`src/rtl/lsu_be_pkg.sv`:
```
package lsu_be_pkg;

  localparam int WORD_W = 32;
  localparam int LANE_W = 8;
  localparam int LANE_N = WORD_W / LANE_W;
  localparam int LOFF_W = $clog2(LANE_N);
  localparam int OP_W   = 6;

  localparam logic [OP_W-1:0] OPC_LDB  = 6'd32;
  localparam logic [OP_W-1:0] OPC_LDH  = 6'd33;
  localparam logic [OP_W-1:0] OPC_LDW  = 6'd35;
  localparam logic [OP_W-1:0] OPC_LDBU = 6'd36;
  localparam logic [OP_W-1:0] OPC_LDHU = 6'd37;
  localparam logic [OP_W-1:0] OPC_STB  = 6'd40;
  localparam logic [OP_W-1:0] OPC_STH  = 6'd41;
  localparam logic [OP_W-1:0] OPC_STW  = 6'd43;

  typedef enum logic [1:0] {
    SZ_NONE = 2'd0,
    SZ_BYTE = 2'd1,
    SZ_HALF = 2'd2,
    SZ_WORD = 2'd3
  } acc_size_e;

  typedef struct packed {
    logic      load;
    logic      store;
    logic      sext;
    acc_size_e size;
  } acc_desc_t;

  // number of bytes covered by an access of the given size
  function automatic int size_bytes(input acc_size_e sz);
    case (sz)
      SZ_BYTE: return 1;
      SZ_HALF: return 2;
      SZ_WORD: return LANE_N;
      default: return 0;
    endcase
  endfunction

  function automatic acc_desc_t op_decode(input logic [OP_W-1:0] op);
    acc_desc_t d;
    d = '0;
    case (op)
      OPC_LDB:  begin d.load  = 1'b1; d.sext = 1'b1; d.size = SZ_BYTE; end
      OPC_LDH:  begin d.load  = 1'b1; d.sext = 1'b1; d.size = SZ_HALF; end
      OPC_LDW:  begin d.load  = 1'b1;                d.size = SZ_WORD; end
      OPC_LDBU: begin d.load  = 1'b1;                d.size = SZ_BYTE; end
      OPC_LDHU: begin d.load  = 1'b1;                d.size = SZ_HALF; end
      OPC_STB:  begin d.store = 1'b1;                d.size = SZ_BYTE; end
      OPC_STH:  begin d.store = 1'b1;                d.size = SZ_HALF; end
      OPC_STW:  begin d.store = 1'b1;                d.size = SZ_WORD; end
      default:  d = '0;
    endcase
    return d;
  endfunction

  // sizes are powers of two, so alignment is a mask test on the low bits
  function automatic logic is_misaligned(input acc_size_e sz, input logic [LOFF_W-1:0] off);
    int nb;
    nb = size_bytes(sz);
    if (nb == 0) return 1'b0;
    return (off & LOFF_W'(nb - 1)) != '0;
  endfunction

  // bring the addressed unit down to bit 0 and extend it
  function automatic logic [WORD_W-1:0] load_align(input acc_size_e sz, input logic sext,
                                                   input logic [LOFF_W-1:0] off,
                                                   input logic [WORD_W-1:0] word);
    int nb;
    int sh;
    int top;
    logic fill;
    logic [WORD_W-1:0] v;
    logic [WORD_W-1:0] res;
    nb = size_bytes(sz);
    sh = LANE_W * (LANE_N - int'(off) - nb);
    if (nb == 0 || sh < 0) return '0;
    v    = word >> sh;
    top  = LANE_W * nb - 1;
    fill = sext & v[top];
    for (int b = 0; b < WORD_W; b++) res[b] = (b <= top) ? v[b] : fill;
    return res;
  endfunction

endpackage

```
`src/rtl/lsu_be_agen.sv`:
```
module lsu_be_agen #(
  parameter int ADDR_W = 32,
  parameter int OFF_W  = 16
) (
  input  logic [ADDR_W-1:0] base,
  input  logic [OFF_W-1:0]  disp,
  output logic [ADDR_W-1:0] ea
);
  generate
    if (ADDR_W > OFF_W) begin : g_ext
      assign ea = base + {{(ADDR_W-OFF_W){disp[OFF_W-1]}}, disp};
    end else begin : g_trunc
      assign ea = base + disp[ADDR_W-1:0];
    end
  endgenerate
endmodule

```
`src/rtl/lsu_be_decode.sv`:
```
module lsu_be_decode
  import lsu_be_pkg::*;
(
  input  logic                valid,
  input  logic [OP_W-1:0]     op,
  input  logic [LOFF_W-1:0]   ea_lo,
  output acc_desc_t           desc,
  output logic                misal,
  output logic                go
);
  always_comb begin
    desc  = valid ? op_decode(op) : '0;
    misal = is_misaligned(desc.size, ea_lo);
    go    = (desc.load | desc.store) & ~misal;
  end
endmodule

```
`src/rtl/lsu_be_store_lane.sv`:
```
module lsu_be_store_lane
  import lsu_be_pkg::*;
(
  input  acc_size_e           size,
  input  logic [LOFF_W-1:0]   off,
  input  logic [WORD_W-1:0]   src,
  output logic [LANE_N-1:0]   be,
  output logic [WORD_W-1:0]   wdata
);
  int nb_w;
  assign nb_w = size_bytes(size);

  for (genvar l = 0; l < LANE_N; l++) begin : g_lane
    // big-endian: lane l holds the byte at word offset LANE_N-1-l
    localparam int POS = LANE_N - 1 - l;
    logic [LANE_W-1:0] lane_d;

    assign be[l] = (nb_w != 0) && (POS >= int'(off)) && (POS < int'(off) + nb_w);

    always_comb begin
      case (size)
        SZ_BYTE: lane_d = src[0 +: LANE_W];
        SZ_HALF: lane_d = src[(l % 2) * LANE_W +: LANE_W];
        default: lane_d = src[l * LANE_W +: LANE_W];
      endcase
    end

    assign wdata[l*LANE_W +: LANE_W] = lane_d;
  end
endmodule

```
`src/rtl/lsu_be_load_lane.sv`:
```
module lsu_be_load_lane
  import lsu_be_pkg::*;
(
  input  acc_size_e           size,
  input  logic                sext,
  input  logic [LOFF_W-1:0]   off,
  input  logic [WORD_W-1:0]   word,
  output logic [WORD_W-1:0]   data
);
  assign data = load_align(size, sext, off, word);
endmodule

```
`src/rtl/be_lane_lsu.sv`:
```
module be_lane_lsu
  import lsu_be_pkg::*;
#(
  parameter int ADDR_W = 32,
  parameter int OFF_W  = 16
) (
  input  logic               clk,
  input  logic               rst_n,
  input  logic               acc_valid_i,
  input  logic [OP_W-1:0]    acc_op_i,
  input  logic [ADDR_W-1:0]  base_i,
  input  logic [OFF_W-1:0]   offset_i,
  input  logic [WORD_W-1:0]  st_src_i,
  output logic               mem_req_o,
  output logic               mem_we_o,
  output logic [LANE_N-1:0]  mem_be_o,
  output logic [ADDR_W-1:0]  mem_addr_o,
  output logic [WORD_W-1:0]  mem_wdata_o,
  input  logic [WORD_W-1:0]  mem_rdata_i,
  output logic               misalign_o,
  output logic               ld_valid_o,
  output logic [WORD_W-1:0]  ld_data_o
);

  // named internal events
  logic [ADDR_W-1:0] ea_w;
  acc_desc_t         acc_w;
  logic              misal_w;
  logic              go_w;
  logic [LANE_N-1:0] be_w;
  logic [WORD_W-1:0] wdata_w;
  logic [WORD_W-1:0] ld_word_w;

  // stage 1 load bookkeeping, stage 2 read in flight
  logic              s1_isld;
  acc_size_e         s1_size;
  logic              s1_sext;
  logic              s2_isld;
  acc_size_e         s2_size;
  logic              s2_sext;
  logic [LOFF_W-1:0] s2_off;

  lsu_be_agen #(.ADDR_W(ADDR_W), .OFF_W(OFF_W)) u_agen (
    .base (base_i),
    .disp (offset_i),
    .ea   (ea_w)
  );

  lsu_be_decode u_dec (
    .valid (acc_valid_i),
    .op    (acc_op_i),
    .ea_lo (ea_w[LOFF_W-1:0]),
    .desc  (acc_w),
    .misal (misal_w),
    .go    (go_w)
  );

  lsu_be_store_lane u_st (
    .size  (acc_w.size),
    .off   (ea_w[LOFF_W-1:0]),
    .src   (st_src_i),
    .be    (be_w),
    .wdata (wdata_w)
  );

  lsu_be_load_lane u_ld (
    .size (s2_size),
    .sext (s2_sext),
    .off  (s2_off),
    .word (mem_rdata_i),
    .data (ld_word_w)
  );

  // request stage
  always_ff @(posedge clk or negedge rst_n) begin
    if (!rst_n) begin
      mem_req_o   <= 1'b0;
      mem_we_o    <= 1'b0;
      mem_be_o    <= '0;
      mem_addr_o  <= '0;
      mem_wdata_o <= '0;
      misalign_o  <= 1'b0;
      s1_isld     <= 1'b0;
      s1_size     <= SZ_NONE;
      s1_sext     <= 1'b0;
    end else begin
      mem_req_o   <= go_w;
      mem_we_o    <= go_w & acc_w.store;
      mem_be_o    <= go_w ? be_w : '0;
      mem_addr_o  <= ea_w;
      mem_wdata_o <= wdata_w;
      misalign_o  <= misal_w;
      s1_isld     <= go_w & acc_w.load;
      s1_size     <= acc_w.size;
      s1_sext     <= acc_w.sext;
    end
  end

  // read-return stage: remember what the word in flight is for
  always_ff @(posedge clk or negedge rst_n) begin
    if (!rst_n) begin
      s2_isld <= 1'b0;
      s2_size <= SZ_NONE;
      s2_sext <= 1'b0;
      s2_off  <= '0;
    end else begin
      s2_isld <= s1_isld;
      s2_size <= s1_size;
      s2_sext <= s1_sext;
      s2_off  <= mem_addr_o[LOFF_W-1:0];
    end
  end

  // result stage
  always_ff @(posedge clk or negedge rst_n) begin
    if (!rst_n) begin
      ld_valid_o <= 1'b0;
      ld_data_o  <= '0;
    end else begin
      ld_valid_o <= s2_isld;
      if (s2_isld) ld_data_o <= ld_word_w;
    end
  end

endmodule

```
`config.mk`:
```
export PLATFORM = sky130hd
export DESIGN_NAME = be_lane_lsu
export DESIGN_NICKNAME = d
export VERILOG_FILES = /design/src/rtl/lsu_be_pkg.sv /design/src/rtl/lsu_be_agen.sv /design/src/rtl/lsu_be_decode.sv /design/src/rtl/lsu_be_store_lane.sv /design/src/rtl/lsu_be_load_lane.sv /design/src/rtl/be_lane_lsu.sv
export SDC_FILE = /design/constraint.sdc
export NUM_CORES = 1
export LEC_CHECK = 0
export BUFFER_PORTS_ARGS = -buffer_cell sky130_fd_sc_hd__clkbuf_2
export CORE_UTILIZATION = 56
export CTS_BUF_LIST = sky130_fd_sc_hd__clkbuf_16
export CTS_CLUSTER_DIAMETER = 40
export DETAILED_ROUTE_END_ITERATION = 16
export GPL_TIMING_DRIVEN = 0
export HOLD_SLACK_MARGIN = 0.08
export PLACE_DENSITY = 0.86
export SYNTH_ARGS = -nofsm -noshare
export SYNTH_HDL_FRONTEND = slang
export SYNTH_HIERARCHICAL = 1
export SYNTH_SLANG_ARGS = --single-unit
```
`constraint.sdc`:
```
create_clock -name clk -period 4.9 [get_ports clk]
set_input_delay 0.98 -clock clk [delete_from_list [all_inputs] [get_ports clk]]
set_output_delay 0.98 -clock clk [all_outputs]
set_load 0.01 [all_outputs]
```
==> metrics.md, run 1 <==
| Metric | Value |
|---|---|
| Area delta synth->final | 26.0% |
| Final Skew | 0.00879 ns |
| Routed WL per cell | 16.9 um |
| Initial antenna violation count | 0 |
| Routed Antenna Nets | 0 |
| First-pass GRT wire length | 29000 um |
| Outcome | finished, final reports clean |
| Hold Crit Depth | 0 |
| Ys Warns | 6 |
| Post-synth EDFFs | 0 |
| Syn_nets | 838 |
| Synthesized area | 7230 um^2 |
| Final count of negative-setup-slack endpoints | 0 |
| DR iter-0 viols | 584 |
| H-tree levels | 4 |
| Worst setup path category | reg -> reg |
| Die height | 116 um |
| CTS resizes | 0 |
| Share of post-route cells with drive strength above 1 | 39.0% |
| FF-to-FF setup slack | 1.23 ns |
| Residual DRC count | 0 |
| Core footprint | 12600 um^2 |
| CP startpoint | s2_size[1]$_DFF_PN0_ |
| Clock tree buffer depth | 2 |
| Crit path capture | ld_data_o[28]$_DFFE_PN0P_ |
| Peak VDD IR | 0.203 mV |
| Die area | 13400 um^2 |
| Post-synthesis sequential area ratio | 39.5% |
| Initial Utilization | 57.3% |
| Worst-Skew Late Latency | 0.41 ns |
| Top post-synthesis cells by area | dfrtp_1, ha_1, mux2_4, mux2_2, a21oi_1 |
| Setup TNS Final | 0 ns |
| Synth Flop Type | dfrtp_1 |
| Std cell rows | 41 |
| Via Count | 6267 |
| CTS tree | yes |
| Clock Tree Root | clkbuf_16 |
| Cts bufs inserted | 17 |
| Max Freq | 0.272 GHz |
| Worst Path Max Fanout | 8 |
| Drt total wl | 18300 um |
| Final hold vios | 0 |
| Power Density | 315 nW/um^2 |
| CTS Sinks | 114 |
| WP data required | 5.25 ns |
| Top-area cell type share of the netlist area | 39.5% |
| Post-CTS Setup Repair Bufs | 0 |
| Clk slew on worst S/H paths | 0.05 ns |
| CP Capture Type | register |
| Io pins | 225 |
| Nets@finish | 1081 |
| TritonRoute pass-1 iters | 6 |
| Port Buffers | 224 |
| Gr usage total | 28.4% |
| Slew HR | 40.4% |
| RSZ-0062 raised after global routing | no |
| Hold/Removal Path Class | reg -> reg |
| CP startpoint kind | register |
| Cells after Synth | 660 |
| Max Cap Violations | 0 |
| Asr flop ratio synth | 100% |
| Vias in the first global route | 5885 |
| Overall die width | 116 um |
| Post-Synthesis Mean Instance Area | 10.9 um^2 |
| HPWL after DPL | 13900 um |
| Worst-Margin Slew | 0.894 ns |
| Slowest cell on the critical path | dfrtp_1 |
| Largest net degree at the start of global routing | 115 |
| WP data arrival | 4.02 ns |
| FF-to-FF End | ld_data_o[28]$_DFFE_PN0P_ |
| Final Critical Period | 3.67 ns |
| GR Overflow Total | 0 |
| Post-synthesis register bit count | 114 |
| DR vias/cell | 5.78 |
| Worst reg2reg path depth | 13 |
| Slew Viols, Final | 0 |
| Cell variety after synth | 78 |
| PnR worst setup slack | 1.23 ns |
| GP Congestion | 0.928 |
| Antenna cells | 0 |
| Hold buffer count at CTS | 0 |
| Cell taking the most area after synthesis | dfrtp_1 |
| Leakage | 4.55 nW |
| Crit-path cells | inv_1 > ha_1 > ha_1 > fa_1 > inv_1 > fa_1 > and2b_1 > o2111ai_1 > or3_1 > clkbuf_1 > nor2_2 > o2bb2ai_1 > mux2_4 |
| Reg2reg start | s2_size[1]$_DFF_PN0_ |
| Crit-path max cell delay | 0.41 ns |
| Worst slack, placed | 1.26 ns |
| Final Cycle Share | 75.0% |
==> layout make-up <==
type	instances	area, um^2
clock inverter	12	106
buffer	41	268
inverter	27	101
timing repair buffer	224	1130
fill	967	3520
sequential	114	2850
tap	172	215
multi-input combinational	478	4000
clock buffer	17	425
==> state kept, by name, summed over array words and instances (netlist names) <==
name and flops:
ld_data_o 32, ld_valid_o 1, mem_addr_o 32, mem_be_o 4, mem_req_o 1, mem_wdata_o 32
mem_we_o 1, misalign_o 1, s1_isld 1, s1_sext 1, s1_size 2, s2_isld 1
s2_off 2, s2_sext 1, s2_size 2
==> layout by cell type (no fill, tap or decap), types with 4 or more instances in the layout <==
cell and count:
o2bb2ai_1 7, nand4_1 8, a211oi_1 13, mux2_2 26
mux2_4 31, buf_4 10, nand2_1 21, o21bai_1 4
mux2i_1 16, ha_1 53, xnor2_1 13, nand2b_1 7
or3_1 8, and2_1 7, or2_2 5, clkbuf_16 17
a22oi_1 16, o21ai_0 23, fa_1 4, nand3_1 18
clkbuf_2 223, nor2b_1 6, nor2_1 40, clkbuf_1 13
buf_2 10, a31oi_1 10, xor2_1 16, dfrtp_1 114
nor3_1 7, inv_1 32, a21oi_1 41, a21o_1 19
==> stage by stage <==
| stage | total power (W) | util, % | instances | instance area (um^2) | hold WS [ns] |
|---|---|---|---|---|---|
| 6_report | 0.00287 | 72.1 | 1085 | 9100 | 0.349 |
| 5_1_grt | 0.00301 | 72.1 | 1085 | 9100 | 0.356 |
| 4_1_cts | 0.00288 | 72.1 | 1085 | 9100 | 0.355 |
| 3_5_place_dp | 0.00175 | 67.9 | 1056 | 8570 | 0.344 |
| 3_3_place_gp | 0.00174 | 67.8 | 1056 | 8560 | 0.333 |
| 2_1_floorplan | 0.00150 | - | 660 | 7230 | 0.331 |
==> layer usage <==
metal	track usage [%]	part of all wire (%)	vias up
li1	-	-	2906
met1	33.4	39	2978
met2	48.3	50	329
met3	7.69	7.6	54
met4	13.5	3.0	0
met5	0	0	-
==> kinds of logic after synthesis <==
group	Yosys count	synth area share, %
multiplexers	75	13.2
adder cells (fa/ha/maj)	57	10.3
AO/OA/AOI/OAI	175	18.1
flip-flops	114	39.5
AND/OR/NAND/NOR	142	10.4
XOR/XNOR	29	3.52
buffers and inverters	68	5.11
==> synthesized netlist by cell type, drive strengths merged (2+ instances only) <==
master	count
clkbuf	13
a22oi	17
nand3	19
a21oi	41
a311oi	3
inv	27
o211ai	5
a31oi	11
a2111oi	2
mux2	58
buf	28
o221ai	2
nor2b	7
or2	5
o22ai	3
nor2	41
o311ai	2
nand2	21
o2bb2ai	7
and2	7
and3	2
a221oi	3
a21o	19
o21ai	26
or3	8
ha	53
xor2	16
mux2i	16
o21bai	5
nand3b	2
o2111ai	3
nand4	9
nor4	3
xnor2	13
o21a	2
nor3	8
dfrtp	114
a211oi	14
nand2b	7
fa	4
==> worst max-delay path: cells and delay by family, from the launching register on <==
kind	cells	cell delay [ns]
AOI/OAI and AO/OA	2	0.38
adders and majority gates	4	1.33
buffers and inverters	3	0.40
DFF	1	0.41
muxes	1	0.17
and+or+nand+nor	3	0.93
==> power breakdown <==
part / internal [W] / total [W] / leakage, nW / switching [W]
Clock: 0.000721 / 0.00112 / 0.273 / 0.000396
Sequential: 0.00102 / 0.00105 / 1.44 / 0.0000248
Combinational: 0.000294 / 0.000709 / 2.84 / 0.000415
Total: 0.00204 / 0.00287 / 4.55 / 0.000836
==> worst min path at each step <==
stage                               from                   end  slack, ns
CTS                    s1_isld$_DFF_PN0_     s2_isld$_DFF_PN0_       0.35
finish                 s1_isld$_DFF_PN0_     s2_isld$_DFF_PN0_       0.35
global placement    s1_size[1]$_DFF_PN0_  s2_size[1]$_DFF_PN0_       0.33
global route           s1_isld$_DFF_PN0_     s2_isld$_DFF_PN0_       0.36
detailed placement     s1_isld$_DFF_PN0_     s2_isld$_DFF_PN0_       0.34
floorplan              s1_isld$_DFF_PN0_     s2_isld$_DFF_PN0_       0.33
(Power assumes the default switching activity.)
==> run 2: changes to the inputs <==
--- a/config.mk
+++ b/config.mk
@@ -6,13 +6,13 @@
 export NUM_CORES = 1
 export LEC_CHECK = 0
 export BUFFER_PORTS_ARGS = -buffer_cell sky130_fd_sc_hd__clkbuf_2
-export CORE_UTILIZATION = 56
+export CORE_UTILIZATION = 52
 export CTS_BUF_LIST = sky130_fd_sc_hd__clkbuf_16
 export CTS_CLUSTER_DIAMETER = 40
 export DETAILED_ROUTE_END_ITERATION = 16
 export GPL_TIMING_DRIVEN = 0
 export HOLD_SLACK_MARGIN = 0.08
-export PLACE_DENSITY = 0.86
+export PLACE_DENSITY = 0.81
 export SYNTH_ARGS = -nofsm -noshare
 export SYNTH_HDL_FRONTEND = slang
 export SYNTH_HIERARCHICAL = 1
==> constraint.sdc (replaced) <==
create_clock -name clk -period 3.53 [get_ports clk]
set_input_delay 0.706 -clock clk [delete_from_list [all_inputs] [get_ports clk]]
set_output_delay 0.706 -clock clk [all_outputs]
set_load 0.01 [all_outputs]
==> run 2 against run 1 <==
  * Register-to-register slack worse by 1.1 ns
  * Core utilization is 3.2 points lower
  * Wire length is 1.6% higher
  * Non-clock buffer count is 4 higher
  * Fmax is 7.8% higher
  * Total power is 41% higher
  * Critical path depth is 1 lower
  * Clock skew is 0.00097 ns lower
==> metrics.md, run 2 (same netlist as run 1, synthesis figures left out) <==
| Metric | Value |
|---|---|
| Area delta synth->final | 27.8% |
| Antenna cells | 0 |
| Routed WL per cell | 17.0 um |
| Overall die width | 120 um |
| Logic pwr share | 24.6% |
| Final Cycle Share | 96.5% |
| Initial Utilization | 53.9% |
| HPWL after DPL | 13800 um |
| GR Overflow Total | 0 |
| Slew Viols, Final | 0 |
| Sw Ratio | 29.7% |
| Final count of negative-setup-slack endpoints | 0 |
| GP Congestion | 0.896 |
| Nets@finish | 1085 |
| CTS tree | yes |
| Die height | 120 um |
| Io pins | 225 |
| Internal | 0.00284 W |
| Switching pwr | 0.00120 W |
| Max Freq | 0.293 GHz |
| Vias in the first global route | 5964 |
| Peak VDD IR | 0.289 mV |
| DR vias/cell | 5.62 |
| CTS Sinks | 114 |
| Most common library cell in the layout ignoring fill and taps | clkbuf_2 |
| Most frequent cells in the layout | clkbuf_2, dfrtp_1, ha_1 |
| Final Util | 68.9% |
| Max Cap Violations | 0 |
| Slowest cell on the critical path | fa_1 |
| Largest net degree at the start of global routing | 115 |
| Hold/Removal Path Class | reg -> reg |
| Fin area | 9230 um^2 |
| Final Critical Period | 3.41 ns |
| Gr usage total | 26.3% |
| CP startpoint kind | register |
| Leakage | 4.59 nW |
| DR iter-0 viols | 414 |
| Worst Path Max Fanout | 10 |
| Hold buffer count at CTS | 0 |
| Placed cell areas | 8580 um^2 |
| Final hold vios | 0 |
| Clock Tree Root | clkbuf_16 |
| Final Skew | 0.00782 ns |
| Outcome | finished, final reports clean |
| Power Density | 438 nW/um^2 |
| Initial antenna violation count | 0 |
| Core footprint | 13400 um^2 |
| Worst-Skew Late Latency | 0.41 ns |
| H-tree levels | 4 |
| Share of post-route cells with drive strength above 1 | 40.4% |
| Setup TNS Final | 0 ns |
| Clock tree buffer depth | 2 |
| Worst setup path category | reg -> reg |
| Crit-path cells | inv_1 > ha_4 > ha_1 > fa_1 > inv_1 > fa_1 > and2b_2 > o211ai_2 > buf_2 > nand2b_1 > a211oi_1 > mux2_4 |
| Cells after DPL | 1060 |
| WP data arrival | 3.76 ns |
| Register share of total power | 35.9% |
| Residual DRC count | 0 |
| Drt total wl | 18600 um |
| CP Capture Type | register |
| Die area | 14400 um^2 |
| WP data required | 3.88 ns |
| Std cell rows | 42 |
| Slew HR | 40.0% |
| Clk slew on worst S/H paths | 0.05 ns |
| TritonRoute pass-1 iters | 5 |
| Crit-path max cell delay | 0.41 ns |
| Largest registers | ld_data_o: 32 flops, mem_addr_o: 32 flops, mem_wdata_o: 32 flops |
| Total power draw | 0.00405 W |
| Routed Antenna Nets | 0 |
| Cts bufs inserted | 17 |
| Port Buffers | 224 |
| Worst-Margin Slew | 0.900 ns |
| Clock power share | 39.5% |
| Final instance count without filler cells | 1095 |
| Via Count | 6151 |
| First-pass GRT wire length | 29300 um |
## run 2: cell types whose count changed in the layout (fill, tap and decap cells not counted), sizes merged
cell | previous run | this run
clkinvlp | 1 | 2
clkbuf | 254 | 253
buf | 28 | 33
inv | 32 | 28
clkinv | 4 | 9
## run 2: critical path, delay by kind of cell, from the launching register on
| family | cells | cell delay, ns |
|---|---|---|
| compound gates | 2 | 0.55 |
| flops | 1 | 0.39 |
| buf+inv | 3 | 0.47 |
| mux | 1 | 0.20 |
| simple gates | 2 | 0.55 |
| fa+ha+maj | 4 | 1.19 |
## run 2: cell type report
type                            instances  area, um^2
Multi-Input combinational cell        478        4040
Sequential cell                       114        2850
Clock inverter                         14         124
Buffer                                 40         264
Clock buffer                           17         425
Inverter                               27         101
Timing Repair Buffer                  229        1200
Tap cell                              176         220
Fill cell                            1015        4170
## run 2: worst paths after layout
| check | to | start | slack (ns) | cells after the start |
|---|---|---|---|---|
| setup / recovery | ld_data_o[2]$_DFFE_PN0P_ | s2_size[1]$_DFF_PN0_ | 0.12 | 12 |
| hold / removal | s2_isld$_DFF_PN0_ | s1_isld$_DFF_PN0_ | 0.34 | 0 |
| setup reg to reg | ld_data_o[2]$_DFFE_PN0P_ | s2_size[1]$_DFF_PN0_ | 0.12 | 12 |
| hold reg to reg | s2_isld$_DFF_PN0_ | s1_isld$_DFF_PN0_ | 0.34 | 0 |
| max in group asynchronous | s2_size[1]$_DFF_PN0_ | rst_n | 2.44 | 1 |
| min in group asynchronous | mem_wdata_o[3]$_DFF_PN0_ | rst_n | 0.43 | 1 |
## run 2: routing by layer
metal | share of wire [%] | vias to the layer above | global-route usage (%) | routed length [um]
li1 | - | 2907 | - | -
met1 | 41 | 2917 | 32.0 | 7570
met2 | 50 | 274 | 44.1 | 9360
met3 | 5.4 | 53 | 5.23 | 1010
met4 | 3.5 | 0 | 13.3 | 649
met5 | 0 | - | 0 | 0
## run 2: power groups by stage
stage	Sequential (W)	Clock (W)	Combinational, W
finish	0.00145	0.00160	0.000993
detailed placement	0.00147	0	0.000966
global placement	0.00147	0	0.000949
global route	0.00146	0.00168	0.00108
floorplan	0.00153	0	0.000560
CTS	0.00145	0.00162	0.000977
## run 2: metrics by stage
step | setup slack, ns | hold slack, ns
after CTS | 0.0400 | 0.345
after global placement | -0.0385 | 0.332
final | 0.123 | 0.343
after global routing | -0.0210 | 0.361
after floorplan | 0.284 | 0.331
after detailed placement | -0.131 | 0.335
## run 2: timing repair
item	4_1_cts	5_1_grt
buffers inserted	1	4
gates resized for setup	3	4
pin swaps	1	4
endpoints found under the setup margin	14	27
